File: config.mk
export PLATFORM = sky130hd
export DESIGN_NAME = sm_branch_pc
export DESIGN_NICKNAME = d
export VERILOG_FILES = /design/src/rtl/sm_branch_pc.sv
export SDC_FILE = /design/constraint.sdc
export NUM_CORES = 1
export LEC_CHECK = 0
export BUFFER_PORTS_ARGS = -buffer_cell sky130_fd_sc_hd__buf_2
export CAP_MARGIN = 15
export CORE_MARGIN = 2
export CORE_UTILIZATION = 35
export CTS_BUF_LIST = sky130_fd_sc_hd__clkbuf_4
export CTS_CLUSTER_SIZE = 16
export DETAILED_ROUTE_END_ITERATION = 6
export PLACE_DENSITY = 0.58
export SYNTH_ARGS = -nofsm -noshare
export SYNTH_HDL_FRONTEND = slang
export SYNTH_SLANG_ARGS = --single-unit
File: constraint.sdc
create_clock -name clk -period 3.65 [get_ports clk]
set_input_delay 0.1825 -clock clk [delete_from_list [all_inputs] [get_ports clk]]
set_output_delay 0.1825 -clock clk [all_outputs]
set_load 0.02 [all_outputs]
File: src/rtl/sm_branch_pc.sv
module sm_branch_pc #(
  parameter int          AW       = 16,
  parameter logic [15:0] RESET_PC = 16'h0100
) (
  input  logic          clk,
  input  logic          rst_n,
  input  logic          step,
  input  logic [7:0]    opcode,
  input  logic [AW-1:0] addr_arg,
  input  logic [7:0]    cond_arg,
  input  logic [7:0]    imm_hi,
  input  logic [7:0]    imm_lo,
  output logic [AW-1:0] pc,
  output logic [AW-1:0] next_pc,
  output logic          ret_push,
  output logic          ret_to_work,
  output logic [AW-1:0] ret_addr,
  output logic          halt
);
  localparam int EXT = AW - 8;
  localparam logic [4:0] OP_JMP = 5'h0C;
  localparam logic [4:0] OP_JCN = 5'h0D;
  localparam logic [4:0] OP_JSR = 5'h0E;

  logic [4:0] op;
  logic f_keep, f_ret, f_short, op_zero;
  logic [AW-1:0] pc1, pc2, pc3, rel8, imm16, stk_tgt, imm_tgt;

  assign op      = opcode[4:0];
  assign f_keep  = opcode[7];
  assign f_ret   = opcode[6];
  assign f_short = opcode[5];
  assign op_zero = (op == 5'd0);

  assign pc1     = pc + AW'(1);
  assign pc2     = pc + AW'(2);
  assign pc3     = pc + AW'(3);
  assign rel8    = {{EXT{addr_arg[7]}}, addr_arg[7:0]};
  assign imm16   = AW'({imm_hi, imm_lo});
  assign stk_tgt = f_short ? addr_arg : pc1 + rel8;
  assign imm_tgt = pc3 + imm16;

  always_comb begin
    next_pc     = pc1;
    ret_push    = 1'b0;
    ret_to_work = 1'b0;
    ret_addr    = pc1;
    halt        = 1'b0;
    if (step) begin
      if (op_zero && f_keep) begin
        next_pc = f_short ? pc3 : pc2;
      end else if (op_zero) begin
        case ({f_ret, f_short})
          2'b00: begin next_pc = pc; halt = 1'b1; end
          2'b01: next_pc = (cond_arg != 8'd0) ? imm_tgt : pc3;
          2'b10: next_pc = imm_tgt;
          default: begin
            next_pc  = imm_tgt;
            ret_push = 1'b1;
            ret_addr = pc3;
          end
        endcase
      end else if (op == OP_JMP) begin
        next_pc = stk_tgt;
      end else if (op == OP_JCN) begin
        next_pc = (cond_arg != 8'd0) ? stk_tgt : pc1;
      end else if (op == OP_JSR) begin
        next_pc     = stk_tgt;
        ret_push    = 1'b1;
        ret_to_work = f_ret;
      end
    end else begin
      next_pc = pc;
    end
  end

  always_ff @(posedge clk) begin
    if (!rst_n) pc <= RESET_PC;
    else        pc <= next_pc;
  end

  a_r1_reset_pc: assert property (@(posedge clk) !rst_n |=> pc == RESET_PC);

  a_r2_hold_idle: assert property (@(posedge clk) disable iff (!rst_n)
    !step |=> $stable(pc));

  a_r2_plain_advance: assert property (@(posedge clk) disable iff (!rst_n)
    (step && opcode[4:0] != 5'd0 && opcode[4:0] != OP_JMP && opcode[4:0] != OP_JCN
     && opcode[4:0] != OP_JSR) |=> pc == $past(pc) + AW'(1));

  a_r4_short_abs: assert property (@(posedge clk) disable iff (!rst_n)
    (step && opcode[5] && (opcode[4:0] == OP_JMP || opcode[4:0] == OP_JSR))
    |=> pc == $past(addr_arg));

  a_r5_jcn_fall: assert property (@(posedge clk) disable iff (!rst_n)
    (step && opcode[4:0] == OP_JCN && cond_arg == 8'd0) |=> pc == $past(pc) + AW'(1));

  a_r6_push_only_on_step: assert property (@(posedge clk) disable iff (!rst_n)
    ret_push |-> step);

  a_r8_jmi_no_push: assert property (@(posedge clk) disable iff (!rst_n)
    (step && opcode == 8'h40) |-> !ret_push);

  a_r10_brk_hold: assert property (@(posedge clk) disable iff (!rst_n)
    (step && opcode == 8'h00) |=> ($stable(pc) && !$past(ret_push)));

  a_r10_halt_only_brk: assert property (@(posedge clk) disable iff (!rst_n)
    halt |-> (step && opcode == 8'h00));
endmodule

==> run_results.csv <==
group,metric,value,unit
clocking,clock_path_buffers,2,
pwr,peakVddDrop,0.00009039,V
setup_path,end_kind,"output pin",
synth,ys_ff_latch,16,
sta,fmax,270.8,MHz
outcome,violations,"negative setup slack",
global_route,busiest_layer,"met2",
floorplan,core_area,12060,sq um
sta,tightest_slew,1.029,ns
route,drc,0,
clocking,cts_made_buffers,3,
layout,fillCellCount,1170,
pwr,powerDensity,182.8,nW/um^2
global_route,grt_pass1_vias,5282,
floorplan,die_y,115.3,um
run,maxCapViolations,0,
floorplan,die_x,115.3,um
layout,register_area,346.6,sq um
sta,drv_slew,0,
placed_design,gp_congestion,0.9784,
setup_path,r2r_cells,13,
layout,final_layout_size_suffix_gt1_share,37.52,%
setup_path,worst-path-buf-inv,2,
hold_path,min_path_cells,2,
setup_path,crit_family,"compound AO/OA/AOI/OAI gates",
route,ant_nets,0,
setup_path,cp-start-kind,"flop",
layout,top_regs,"pc: 16 flops",
route,vias,5807,
setup_path,worst_path_largest_cell_delay,0.43,ns
layout,finish.utilization,50.66,%
synth,yosysTopAreaCell,"ha_1",
floorplan,rows,40,
synth,yosysSeqAreaShare,7.390,%
setup_path,path_max_fanout,6,
global_route,use_met2,42.20,%
global_route,grt_first_pass_wirelength,27950,um
sta,finalWorstSetupSlack,-0.04309,ns
layout,regMostFlops,"pc",
setup_path,r2r_slack,0.41,ns
setup_path,cpMaxStageDelayCell,"dfxtp_4",
sta,finalHoldViolations,0,
route,drt_iter0_drc,660,
synth,synth_cell_types,70,
clocking,worstSkewPairLatency,0.34,ns
synth,syn_nets,723,
synth,synth.top_cell.area_share,10.97,%
layout,layout-area-overhead-vs-synth,40.99,%
global_route,antenna_found_initial,1,
placed_design,dp.cells,923,
pwr,power.leakage,2.682,nW
clocking,cts_tree,"built",
placed_design,dp_hpwl,14070,um
placed_design,dpl-instance-area,5380,sq um
layout,fin_nets,873,
setup_path,arrival,3.51,ns
sta,finalCritPeriodShare,101.2,%
synth,syn-cell-area,4334,sq um
setup_path,crit_path_cell_trace,"ha_4, buf_4, a21o_4, nand4_1, xnor2_2, ha_1, nor2b_2, o21a_1, nor2_1, o21ai_0, xor2_1, a311o_1, buf_2",
route,vias_per_cell,6.113,
sta,fin_worst_skew,0.01592,ns
sta,fin_crit,3.693,ns
synth,synth.area.top_cells,"ha_1 (11%), dfxtp_1 (7.4%), a21oi_1 (6.0%)",
outcome,status,"finished with violations",
layout,largest_reg_flops,16,
synth,synth_warnings,0,
global_route,grtUsageMet3,3.532,%
global_route,global_route.usage.met1,37.55,%
layout,multiInputGateArea,4277,sq um
setup_path,crit_required,3.47,ns
clocking,htree_num_levels,1,
global_route,grt_max_degree,40,
layout,stdcell_count,950,
clocking,cts_sinks,16,
hold_path,worst_hold_path_type,"primary input to flop",
synth,syn_avg_cell_area,6.858,sq um
route,wire_per_inst,19.81,um
synth,synth-edff-count,0,
sta,relSlewSlack,31.11,%
setup_path,cp.depth,13,
synth,synthCells,632,
placed_design,portBuffers,101,
route,dr.pass1.iters,7,
global_route,grt-ovfl-total,0,
synth,async_flop_share,0,%
global_route,grt.total_usage,26.94,%
clocking,clk_pin_slew_worst_paths,0.12,ns
layout,final_area,6111,sq um
route,finalWirelength,18820,um
sta,finalSetupViolCount,3,
floorplan,die_area,13290,sq um
pwr,finalPower,1.117,mW
clocking,cts_root_buffer,"clkbuf_4",
synth,synth_ff_type,"dfxtp_1",
sta,rsz0062_at_grt,"true",
floorplan,initial_core_util,35.93,%
setup_path,critPathKind,"flop to output pin",
floorplan,io_pins,102,
==> metrics by stage <==
stage / setup slack, ns / setup TNS [ns] / hold slack, ns
finish: -0.04309 / -0.06851 / 0.2116
global route: -0.2581 / -1.204 / 0.2232
CTS: -0.02818 / -0.09563 / 0.1929
detailed placement: -0.09187 / -0.2288 / 0.5489
global placement: -0.02273 / -0.02273 / 0.5424
floorplan: 0.06647 / 0 / 0.2562
==> layout make-up <==
type | instances | area share, %
clock inverter | 1 | 0.06143
antenna | 1 | 0.04095
sequential | 16 | 5.672
timing repair buffer | 186 | 19.33
clock buffer | 3 | 0.3686
multi-input combinational | 557 | 69.98
inverter | 18 | 1.106
tap | 168 | 3.440
==> worst paths after layout <==
kind / from / to
worst max-delay path: pc[1] / next_pc[11]
worst min-delay path: rst_n / pc[8]
worst max register to register: pc[1] / pc[11]
worst min register to register: pc[13] / pc[13]
==> repair_timing <==
| action | 4_1_cts | 5_1_grt |
|---|---|---|
| resized for setup | 56 | 67 |
| setup endpoints to repair | 12 | 13 |
| setup buffers | 12 | 10 |
| pin swaps | 18 | 36 |
| hold buffers | 0 | 0 |
==> report_power, final <==
group          total, mW  internal, mW  switching [mW]
sequential         0.205         0.183          0.0218
combinational      0.787         0.345           0.442
clock              0.126        0.0404          0.0852
total               1.12         0.569           0.548
==> routing by layer <==
metal  routed length, um  share of wire (%)
met1                8229                 44
met4                 665                3.5
met5                   0                  0
met2                8101                 43
met3                1823                9.7
==> logic make-up (layout without fill, tap and decap cells) <==
group	count (synthesis)	count (layout)	share of synthesized area (%)
simple gates	232	232	27.54
flops	16	16	7.390
buf+inv	59	208	5.485
compound gates	221	221	33.98
fa+ha+maj	40	40	11.89
xor+xnor	49	49	9.902
mux	15	15	3.811
other cells	0	1	0
==> layout by cell type, fill, tap and decap left out, drive strengths merged, types with 13 or more instances in the layout <==
cell	Yosys	layout
ha	38	38
inv	18	18
o21ai	42	42
nor2	64	64
a21o	17	17
buf	11	186
nor3	19	19
xor2	25	25
o211ai	13	13
a21oi	53	53
nand4	13	13
a31oi	14	14
nand2	42	42
nand3	17	17
dfxtp	16	16
and2	16	16
a211oi	16	16
xnor2	24	24
==> cell usage after synthesis, drive strengths merged, types with 3 or more instances <==
cell,n
nor2,64
a21oi,53
nand2,42
o21ai,42
ha,38
clkbuf,30
xor2,25
xnor2,24
nor3,19
inv,18
a21o,17
nand3,17
a211oi,16
and2,16
dfxtp,16
a31oi,14
nand4,13
o211ai,13
mux2,12
nor4,12
and3,11
buf,11
nand2b,10
nor2b,9
o21a,8
a221oi,7
o311ai,6
a41oi,5
or3,5
o21bai,4
o31ai,4
a211o,3
a21boi,3
mux2i,3
o22ai,3
or2,3
(Power assumes the default switching activity.)
